File: src/rtl/gpio_ovr_pkg.sv
package gpio_ovr_pkg;

  // Who controls a pin after arbitration; higher code wins.
  typedef enum logic [1:0] {
    OWN_SW   = 2'd0,
    OWN_SPI  = 2'd1,
    OWN_RCAN = 2'd2,
    OWN_NAT  = 2'd3
  } own_e;

  // Register map.
  localparam int ADDR_DATA = 0;
  localparam int ADDR_DIR  = 1;
  localparam int ADDR_INP  = 2;

  // Placements of CAN channel A.
  localparam logic [1:0] CANA_HOME = 2'd0;
  localparam logic [1:0] CANA_MID  = 2'd1;
  localparam logic [1:0] CANA_HI   = 2'd2;

  // Pin assignment of the peripherals.
  localparam int PIN_LO_RX  = 0;
  localparam int PIN_LO_TX  = 1;
  localparam int PIN_MID_RX = 2;
  localparam int PIN_MID_TX = 3;
  localparam int PIN_HI_RX  = 4;
  localparam int SPI_BASE   = 2;
  localparam int SPI_PINS   = 3;
  localparam int MIN_PINS   = 5;

endpackage

File: src/rtl/gpio_ovr_sync.sv
module gpio_ovr_sync #(
  parameter int W      = 8,
  parameter int STAGES = 2
) (
  input  logic         clk,
  input  logic         rst_n,
  input  logic [W-1:0] d,
  output logic [W-1:0] q
);

  logic [W-1:0] stg_q [STAGES];
  logic [W-1:0] stg_d [STAGES];

  always_comb begin
    stg_d[0] = d;
    for (int s = 1; s < STAGES; s++) stg_d[s] = stg_q[s-1];
  end

  always_ff @(posedge clk or negedge rst_n) begin
    if (!rst_n) begin
      for (int s = 0; s < STAGES; s++) stg_q[s] <= '0;
    end else begin
      for (int s = 0; s < STAGES; s++) stg_q[s] <= stg_d[s];
    end
  end

  assign q = stg_q[STAGES-1];

endmodule

File: src/rtl/gpio_ovr_claims.sv
module gpio_ovr_claims
  import gpio_ovr_pkg::*;
#(
  parameter int NPINS = 8
) (
  input  logic                can_a_en,
  input  logic [1:0]          can_a_route,
  input  logic                can_a_tx,
  input  logic                can_b_en,
  input  logic                can_b_tx,
  input  logic                can_c_en,
  input  logic                can_e_en,
  input  logic                spi_rt_en,
  input  logic [SPI_PINS-1:0] spi_dir,
  input  logic [SPI_PINS-1:0] spi_out,
  output logic [NPINS-1:0]    nat_claim,
  output logic [NPINS-1:0]    nat_oe,
  output logic [NPINS-1:0]    nat_out,
  output logic [NPINS-1:0]    rc_claim,
  output logic [NPINS-1:0]    rc_oe,
  output logic [NPINS-1:0]    rc_out,
  output logic [NPINS-1:0]    spi_claim,
  output logic [NPINS-1:0]    spi_oe,
  output logic [NPINS-1:0]    spi_val
);

  logic a_home, a_mid, a_hi;

  assign a_home = can_a_en && (can_a_route == CANA_HOME);
  assign a_mid  = can_a_en && (can_a_route == CANA_MID);
  assign a_hi   = can_a_en && (can_a_route == CANA_HI);

  // Native owners: channel A on its home pins, B in the middle, C on the high pin.
  always_comb begin
    nat_claim = '0;
    nat_oe    = '0;
    nat_out   = '0;
    nat_claim[PIN_LO_RX]  = a_home;
    nat_claim[PIN_LO_TX]  = a_home;
    nat_oe[PIN_LO_TX]     = 1'b1;
    nat_out[PIN_LO_TX]    = can_a_tx;
    nat_claim[PIN_MID_RX] = can_b_en;
    nat_claim[PIN_MID_TX] = can_b_en;
    nat_oe[PIN_MID_TX]    = 1'b1;
    nat_out[PIN_MID_TX]   = can_b_tx;
    nat_claim[PIN_HI_RX]  = can_c_en;
  end

  // Moved CAN channels.
  always_comb begin
    rc_claim = '0;
    rc_oe    = '0;
    rc_out   = '0;
    rc_claim[PIN_MID_RX] = a_mid;
    rc_claim[PIN_MID_TX] = a_mid;
    rc_oe[PIN_MID_TX]    = 1'b1;
    rc_out[PIN_MID_TX]   = can_a_tx;
    rc_claim[PIN_HI_RX]  = a_hi || can_e_en;
  end

  // Routed SPI over a contiguous pin window.
  always_comb begin
    spi_claim = '0;
    spi_oe    = '0;
    spi_val   = '0;
    for (int k = 0; k < SPI_PINS; k++) begin
      spi_claim[SPI_BASE+k] = spi_rt_en;
      spi_oe[SPI_BASE+k]    = spi_dir[k];
      spi_val[SPI_BASE+k]   = spi_out[k];
    end
  end

endmodule

File: src/rtl/gpio_ovr_arbiter.sv
module gpio_ovr_arbiter
  import gpio_ovr_pkg::*;
#(
  parameter int NPINS = 8
) (
  input  logic [NPINS-1:0] nat_claim,
  input  logic [NPINS-1:0] nat_oe,
  input  logic [NPINS-1:0] nat_out,
  input  logic [NPINS-1:0] rc_claim,
  input  logic [NPINS-1:0] rc_oe,
  input  logic [NPINS-1:0] rc_out,
  input  logic [NPINS-1:0] spi_claim,
  input  logic [NPINS-1:0] spi_oe,
  input  logic [NPINS-1:0] spi_val,
  input  logic [NPINS-1:0] dir_q,
  input  logic [NPINS-1:0] lat_q,
  output logic [NPINS-1:0] eff_oe,
  output logic [NPINS-1:0] eff_out
);

  for (genvar g = 0; g < NPINS; g++) begin : g_pin
    own_e own;
    logic oe_b;
    logic out_b;

    always_comb begin
      if (nat_claim[g])      own = OWN_NAT;
      else if (rc_claim[g])  own = OWN_RCAN;
      else if (spi_claim[g]) own = OWN_SPI;
      else                   own = OWN_SW;
    end

    always_comb begin
      case (own)
        OWN_NAT: begin
          oe_b  = nat_oe[g];
          out_b = nat_oe[g] ? nat_out[g] : lat_q[g];
        end
        OWN_RCAN: begin
          oe_b  = rc_oe[g];
          out_b = rc_oe[g] ? rc_out[g] : lat_q[g];
        end
        OWN_SPI: begin
          oe_b  = spi_oe[g];
          out_b = spi_oe[g] ? spi_val[g] : lat_q[g];
        end
        default: begin
          oe_b  = dir_q[g];
          out_b = lat_q[g];
        end
      endcase
    end

    assign eff_oe[g]  = oe_b;
    assign eff_out[g] = out_b;
  end

endmodule

File: src/rtl/gpio_ovr_regs.sv
module gpio_ovr_regs
  import gpio_ovr_pkg::*;
#(
  parameter int NPINS = 8,
  parameter int AW    = 2
) (
  input  logic             clk,
  input  logic             rst_n,
  input  logic             bus_sel,
  input  logic             bus_wr,
  input  logic [AW-1:0]    bus_addr,
  input  logic [NPINS-1:0] bus_wdata,
  input  logic [NPINS-1:0] eff_oe,
  input  logic [NPINS-1:0] in_sync,
  output logic [NPINS-1:0] dir_q,
  output logic [NPINS-1:0] lat_q,
  output logic [NPINS-1:0] bus_rdata
);

  localparam logic [AW-1:0] A_DATA = AW'(ADDR_DATA);
  localparam logic [AW-1:0] A_DIR  = AW'(ADDR_DIR);
  localparam logic [AW-1:0] A_INP  = AW'(ADDR_INP);

  logic             dir_en, lat_en, rd_en;
  logic [NPINS-1:0] dir_d, lat_d;

  assign dir_en = bus_sel && bus_wr && (bus_addr == A_DIR);
  assign lat_en = bus_sel && bus_wr && (bus_addr == A_DATA);
  assign rd_en  = bus_sel && !bus_wr;

  always_comb begin
    dir_d = dir_q;
    lat_d = lat_q;
    if (dir_en) dir_d = bus_wdata;
    if (lat_en) lat_d = bus_wdata;
  end

  always_ff @(posedge clk or negedge rst_n) begin
    if (!rst_n) begin
      dir_q <= '0;
      lat_q <= '0;
    end else begin
      dir_q <= dir_d;
      lat_q <= lat_d;
    end
  end

  always_comb begin
    bus_rdata = '0;
    if (rd_en) begin
      if (bus_addr == A_DATA)     bus_rdata = (lat_q & eff_oe) | (in_sync & ~eff_oe);
      else if (bus_addr == A_DIR) bus_rdata = dir_q;
      else if (bus_addr == A_INP) bus_rdata = in_sync;
    end
  end

endmodule

File: src/rtl/gpio_ovr_port.sv
module gpio_ovr_port
  import gpio_ovr_pkg::*;
#(
  parameter int NPINS = 8,
  parameter int AW    = 2
) (
  input  logic                clk,
  input  logic                rst_n,
  input  logic                bus_sel,
  input  logic                bus_wr,
  input  logic [AW-1:0]       bus_addr,
  input  logic [NPINS-1:0]    bus_wdata,
  output logic [NPINS-1:0]    bus_rdata,
  input  logic                can_a_en,
  input  logic [1:0]          can_a_route,
  input  logic                can_a_tx,
  input  logic                can_b_en,
  input  logic                can_b_tx,
  input  logic                can_c_en,
  input  logic                can_e_en,
  input  logic                spi_rt_en,
  input  logic [SPI_PINS-1:0] spi_dir,
  input  logic [SPI_PINS-1:0] spi_out,
  input  logic [NPINS-1:0]    pad_in,
  output logic [NPINS-1:0]    pad_out,
  output logic [NPINS-1:0]    pad_oe
);

  localparam int SYNC_STAGES = 2;

  logic [NPINS-1:0] dir_q, lat_q, in_sync;
  logic [NPINS-1:0] nat_claim, nat_oe, nat_out;
  logic [NPINS-1:0] rc_claim, rc_oe, rc_out;
  logic [NPINS-1:0] spi_claim, spi_oe, spi_val;
  logic [NPINS-1:0] eff_oe, eff_out;

  gpio_ovr_sync #(.W(NPINS), .STAGES(SYNC_STAGES)) u_sync (
    .clk   (clk),
    .rst_n (rst_n),
    .d     (pad_in),
    .q     (in_sync)
  );

  gpio_ovr_claims #(.NPINS(NPINS)) u_claims (
    .can_a_en    (can_a_en),
    .can_a_route (can_a_route),
    .can_a_tx    (can_a_tx),
    .can_b_en    (can_b_en),
    .can_b_tx    (can_b_tx),
    .can_c_en    (can_c_en),
    .can_e_en    (can_e_en),
    .spi_rt_en   (spi_rt_en),
    .spi_dir     (spi_dir),
    .spi_out     (spi_out),
    .nat_claim   (nat_claim),
    .nat_oe      (nat_oe),
    .nat_out     (nat_out),
    .rc_claim    (rc_claim),
    .rc_oe       (rc_oe),
    .rc_out      (rc_out),
    .spi_claim   (spi_claim),
    .spi_oe      (spi_oe),
    .spi_val     (spi_val)
  );

  gpio_ovr_arbiter #(.NPINS(NPINS)) u_arb (
    .nat_claim (nat_claim),
    .nat_oe    (nat_oe),
    .nat_out   (nat_out),
    .rc_claim  (rc_claim),
    .rc_oe     (rc_oe),
    .rc_out    (rc_out),
    .spi_claim (spi_claim),
    .spi_oe    (spi_oe),
    .spi_val   (spi_val),
    .dir_q     (dir_q),
    .lat_q     (lat_q),
    .eff_oe    (eff_oe),
    .eff_out   (eff_out)
  );

  gpio_ovr_regs #(.NPINS(NPINS), .AW(AW)) u_regs (
    .clk       (clk),
    .rst_n     (rst_n),
    .bus_sel   (bus_sel),
    .bus_wr    (bus_wr),
    .bus_addr  (bus_addr),
    .bus_wdata (bus_wdata),
    .eff_oe    (eff_oe),
    .in_sync   (in_sync),
    .dir_q     (dir_q),
    .lat_q     (lat_q),
    .bus_rdata (bus_rdata)
  );

  assign pad_oe  = eff_oe;
  assign pad_out = eff_out;

endmodule

File: config.mk
export PLATFORM = sky130hd
export DESIGN_NAME = gpio_ovr_port
export DESIGN_NICKNAME = d
export VERILOG_FILES = /design/src/rtl/gpio_ovr_pkg.sv /design/src/rtl/gpio_ovr_sync.sv /design/src/rtl/gpio_ovr_claims.sv /design/src/rtl/gpio_ovr_arbiter.sv /design/src/rtl/gpio_ovr_regs.sv /design/src/rtl/gpio_ovr_port.sv
export SDC_FILE = /design/constraint.sdc
export NUM_CORES = 1
export LEC_CHECK = 0
export BUFFER_PORTS_ARGS = -buffer_cell sky130_fd_sc_hd__buf_2
export CORE_MARGIN = 2
export CORE_UTILIZATION = 51
export CTS_BUF_LIST = sky130_fd_sc_hd__clkbuf_2 sky130_fd_sc_hd__clkbuf_4 sky130_fd_sc_hd__clkbuf_8
export CTS_CLUSTER_DIAMETER = 150
export DETAILED_ROUTE_END_ITERATION = 10
export PLACE_DENSITY = 0.89
export SYNTH_ARGS = -nofsm -noshare
export SYNTH_HDL_FRONTEND = slang
export SYNTH_SLANG_ARGS = --single-unit
File: constraint.sdc
create_clock -name clk -period 1.78 [get_ports clk]
set_input_delay 0.356 -clock clk [delete_from_list [all_inputs] [get_ports clk]]
set_output_delay 0.356 -clock clk [all_outputs]
set_load 0.05 [all_outputs]
Word level (Yosys, flattened, before mapping)
Cells that the tools add are included.
{"block": "word_totals", "inputBits": 37, "ff_bits": 32}
{"block": "classes", "bitwise": 4, "eq_ne": 13, "n_reduce_logical": 15, "muxes": 22}
{"op": "$mux 8", "n": 4}
{"op": "$and 8x8->8", "n": 2}
{"op": "$eq 2x2->1 const B", "n": 8}
{"op": "$eq 2x1->1 const B", "n": 5}
{"op": "$mux 2", "n": 5}
{"op": "$mux 1", "n": 8}
{"op": "$not 8->8", "n": 1}
{"op": "$or 8x8->8", "n": 1}
{"op": "$pmux 1 s2", "n": 4}
{"op": "$logic_and 1x1->1", "n": 7}
{"op": "$reduce_or 2->1", "n": 3}
{"op": "$logic_not 2->1", "n": 2}
{"op": "$pmux 1 s3", "n": 1}
{"op": "$reduce_or 3->1", "n": 1}
{"op": "$logic_not 1->1", "n": 1}
{"op": "$logic_or 1x1->1", "n": 1}

Logic depth before layout (Yosys ltp)
{"block": "depth", "ltp_word": 13, "mapped_depth": 5, "ltp_nobuf": 3}

Hierarchy
From an unflattened synthesis, not the netlist that was laid out.
{"block": "unflattened", "hier_cells": 280, "hier_area_um2": 2757.6}
{"module": "gpio_ovr_regs", "area_per_inst_um2": 892.1, "instances": 1, "seq_area_each_um2": 400.4, "cells_per_inst": 74}
{"module": "gpio_ovr_arbiter", "area_per_inst_um2": 888.4, "instances": 1, "seq_area_each_um2": 0.0, "cells_per_inst": 113}
{"module": "gpio_ovr_claims", "area_per_inst_um2": 576.8, "instances": 1, "seq_area_each_um2": 0.0, "cells_per_inst": 77}
{"module": "gpio_ovr_sync", "area_per_inst_um2": 400.4, "instances": 1, "seq_area_each_um2": 400.4, "cells_per_inst": 16}

Worst setup path before layout
Ideal clock, no wire load.
{"block": "synth_timing", "kind": "in2out", "start": "input can_b_en", "end": "output bus_rdata[3]", "t_arrival_ns": 2.073, "cell_stages": 4, "slack_ns": -0.649, "cell_sequence": "clkbuf_1 -> inv_1 -> a31o_2 -> a211oi_1"}
{"block": "synth_between", "elab_chain_len": 9}
{"item": "from (decl)", "line_no": "gpio_ovr_port.sv:17", "text": "input logic can_b_en,"}
{"item": "$mux 2 (*)", "line_no": "gpio_ovr_arbiter.sv:27", "text": "if (nat_claim[g]) own = OWN_NAT;"}
{"item": "$eq 2x2->1", "line_no": "gpio_ovr_arbiter.sv:34", "text": "case (own)"}
{"item": "$reduce_or 2->1 (no source line)"}
{"item": "$pmux 1 s2 (*)", "line_no": "gpio_ovr_arbiter.sv:34"}
{"item": "$not 8->8", "line_no": "gpio_ovr_regs.sv:51", "text": "if (bus_addr == A_DATA) bus_rdata = (lat_q & eff_oe) | (in_sync & ~eff_oe);"}
{"item": "$and 8x8->8", "line_no": "gpio_ovr_regs.sv:51"}
{"item": "$or 8x8->8 (*)", "line_no": "gpio_ovr_regs.sv:51"}
{"item": "$mux 8 (*)", "line_no": "gpio_ovr_regs.sv:51"}
{"item": "$mux 8 (*)", "line_no": "gpio_ovr_regs.sv:50", "text": "if (rd_en) begin"}
{"item": "to (decl)", "line_no": "gpio_ovr_port.sv:13", "text": "output logic [NPINS-1:0] bus_rdata,"}
Mark *: on every way between the ends. The rest lies on a longest branch, timed or not.

Worst setup path after layout
{"block": "layout_timing", "start": "register u_regs.dir_q[4]", "end": "output bus_rdata[4]"}
{"block": "layout_between", "elab_chain_len": 6}
{"item": "from (decl)", "line_no": "gpio_ovr_regs.sv:15", "text": "output logic [NPINS-1:0] dir_q,"}
{"item": "from (signal assigned)", "line_no": "gpio_ovr_regs.sv:43", "text": "dir_q <= dir_d;"}
{"item": "$pmux 1 s2", "line_no": "gpio_ovr_arbiter.sv:34"}
{"item": "$not 8->8", "line_no": "gpio_ovr_regs.sv:51"}
{"item": "$and 8x8->8", "line_no": "gpio_ovr_regs.sv:51"}
{"item": "$or 8x8->8", "line_no": "gpio_ovr_regs.sv:51"}
{"item": "$mux 8 (*)", "line_no": "gpio_ovr_regs.sv:51"}
{"item": "$mux 8 (*)", "line_no": "gpio_ovr_regs.sv:50"}
Marks and branches as above.

==> summary.txt <==
Final layout
  – Nets@finish: 259
  – Share of cells above drive strength 1: between 60 and 70%
  – Filler cells: around 200
  – Ant diodes: 0
  – Util after Layout: 79.7%
  – Area Overhead vs Synth: 47.0%
  – Layout Cell Area excl Fill: ~0.0025 mm2

Place
  – Place WS: -162 ps
  – Post-DP HPWL: roughly 2800 um
  – Post-DP Area: just over 0.002 mm2
  – Port bufs: 60
  – Placer Congestion: between 0.7 and 0.8

Synth
  – Post-synth EDFFs: 0
  – Synth warn: 0
  – Post-synthesis cell count: about 150
  – Post-synth top area share: 48.0%
  – FFs w/ async S/R, synth: 100%
  – Count leader, synth: dfrtp_1
  – Biggest area consumer among synthesized cells: dfrtp_1
  – Synth top cells by count: 32 x dfrtp_1, 20 x mux2_2, 16 x buf_4
  – Syn_nets: 186
  – #FFs+latches synth: 32
  – Mapped cell area: between 0.0015 and 0.002 mm2
  – Area contributors post-synth: dfrtp_1 48%, mux2_2 14%, buf_4 7.2%
  – Avg Synthesized Cell Area: ~11 um2
  – Most used DFF post-synth: dfrtp_1
  – Yosys cell types: between 40 and 50
  – Sequential share of the synthesized area: approximately half

Clock network
  – CTS H-Tree Depth: 2
  – Clk sinks: 32
  – CTS tree: yes
  – CTS clk-pin slew, worst paths: about 100 ps
  – Max Root-Sink Buffers: 2
  – Clock Latency Late Sink: 340 ps
  – CTS root buffer: clkbuf_4
  – Cts bufs inserted: 5

Floorplanning
  – Starting density of the core: between 50% and 60%
  – Num ports: 61
  – CORE AREA: 0.00308 mm2
  – Die Span Y: a little over 60 um
  – Die X: 61.2 um
  – Die area: ~0.0037 mm2
  – Floorplan row count: 20

Critical path
  – Critical path start-end classification: reg -> out
  – Critical Path AT: 1630 ps
  – Worst stage delay on the critical path: roughly 390 ps
  – CP endpoint kind: output port
  – Critical Path Source: u_regs.dir_q[4]$_DFFE_PN0P_
  – Crit-path cells: mux2_4, and4_1, o311a_4, buf_8
  – Critical-path top delay cell: dfrtp_1
  – Crit path launch type: flop
  – Worst Path Required: roughly 1400 ps
  – Worst reg2reg startpoint: u_regs.dir_q[7]$_DFFE_PN0P_
  – Max FO, Critical Path: 3

Routing
  – Vias per cell: around 5.3
  – Drt drc: 0
  – Starting DRT DRC Count: ~110
  – Total number of vias: between 1000 and 1500
  – WL per Instance: 17.0 um
  – DRT antenna net count: 0
  – Routed wire length: 4530 um
  – DRT Pass-1 Iters: 4

STA
  – Final period util: 111%
  – Worst slew margin: between 50 and 60%
  – Final Skew: between 10 and 15 ps
  – Number of setup violations in the final report: 10
  – Max Fclk: around 500 MHz
  – Fin. Hold Viols: 0
  – RSZ-0062 raised after global routing: yes
  – Final Max Slew Viols: 0
  – Worst-case hold slack: 46.7 ps
  – Final min period: 1980 ps
  – Setup TNS Final: -1120 ps
  – Final WS setup: -204 ps
  – Worst-Margin Slew: 692 ps

Pwr
  – Leakage: 1.15 nW
  – Maximum VDD drop: around 0.66 mV
  – PD cells: approximately 930 mW/mm2

Global routing
  – GRT Residual Overflow: 0
  – GRT Overall Usage: 24.7%
  – Vias in the first global route: between 1000 and 1500
  – First-pass GRT wire length: around 6500 um
  – Initial antenna violation count: 0
  – Largest net degree at the start of global routing: 33

Outcome
  – Status: finished, violations left
  – Failing checks: negative setup slack

Min path
  – Worst min path class: in -> async

Run
  – Max-Cap Viols: 0
[sequential cells by signal (all words and copies together) (netlist names)]
name / cells
u_sync.stg_d: 8
u_regs.dir_q: 8
u_regs.lat_q: 8
u_sync.q: 8
[per-stage QoR]
step	total power [mW]	instances
2_1_floorplan	1.52	149
3_3_place_gp	1.62	249
3_5_place_dp	1.64	249
4_1_cts	2.18	261
5_1_grt	2.37	267
6_report	2.27	267
[kinds of logic after synthesis]
kind of cell | synth area share, %
buffers and inverters | 11.2
AOI/OAI and AO/OA | 11.9
DFF | 48.0
and+or+nand+nor | 14.3
muxes | 14.7
[worst max-delay path, delay by kind of cell (launching register included)]
family / cells / cell delay [ps]
AOI/OAI and AO/OA: 1 / 310
buffers and inverters: 1 / 150
DFF: 1 / 390
muxes: 1 / 280
and+or+nand+nor: 1 / 160
[metal layers]
layer / global-route usage (%) / share of wire [%] / vias to the layer above
met4: 11.2 / 3.3 / 0
met5: 0 / 0 / -
met3: 8.61 / 6.7 / 15
li1: - / - / 660
met2: 43.8 / 52 / 66
met1: 26.2 / 38 / 675
[report_power, final]
group / switching, mW / internal, mW
logic: 0.538 / 0.381
clock network: 0.235 / 0.225
registers: 0.0705 / 0.825
[layout make-up]
| type | count | area (um2) | share of cell area [%] |
|---|---|---|---|
| clock buffers | 8 | 66.3 | 2.70 |
| repair buffers | 88 | 639 | 26.1 |
| flip-flops and latches | 32 | 801 | 32.7 |
| well taps | 44 | 55.1 | 2.24 |
| multi-input cells | 86 | 857 | 34.9 |
| inverters | 9 | 33.8 | 1.38 |
[cell usage in the layout (no fill, tap or decap), drive strengths merged]
master   count
a211o        1
a31o         1
o211ai       1
o41ai        1
nor2         3
nand4        2
a21oi        4
nand2        2
clkbuf       8
or3b         3
nand3        1
o31a         1
or4          1
or2          2
a41oi        1
nand3b       3
o311a        1
a211oi       1
mux2i        2
and4         1
and3b        1
and3         3
a31oi        2
dfrtp       32
o211a        1
nand2b       3
nor2b        7
a2bb2oi      1
o2bb2ai      2
buf         88
inv          9
mux2        20
a221oi       2
o21ai        5
a221o        1
a22oi        1
nor3b        1
nor3         4
[final timing paths]
check / endpoint / slack [ps] / cells after the start
hold reg to reg: u_sync.q[1]$_DFF_PN0_ / 340 / 0
setup / recovery: bus_rdata[4] / -200 / 4
hold / removal: u_regs.lat_q[1]$_DFFE_PN0P_ / 50 / 1
max in group asynchronous: u_regs.dir_q[7]$_DFFE_PN0P_ / 1280 / 1
min in group clk: u_sync.stg_d[3]$_DFF_PN0_ / 110 / 1
setup reg to reg: u_regs.dir_q[7]$_DFFE_PN0P_ / 760 / 3
[repair_timing]
item | in CTS | in global routing
resized for setup | 35 | 29
gates cloned | 0 | 0
buffers inserted | 5 | 6
setup endpoints to repair | 12 | 16
hold buffers | 0 | 0
pin swaps | 8 | 7
(Power assumes the default switching activity.)
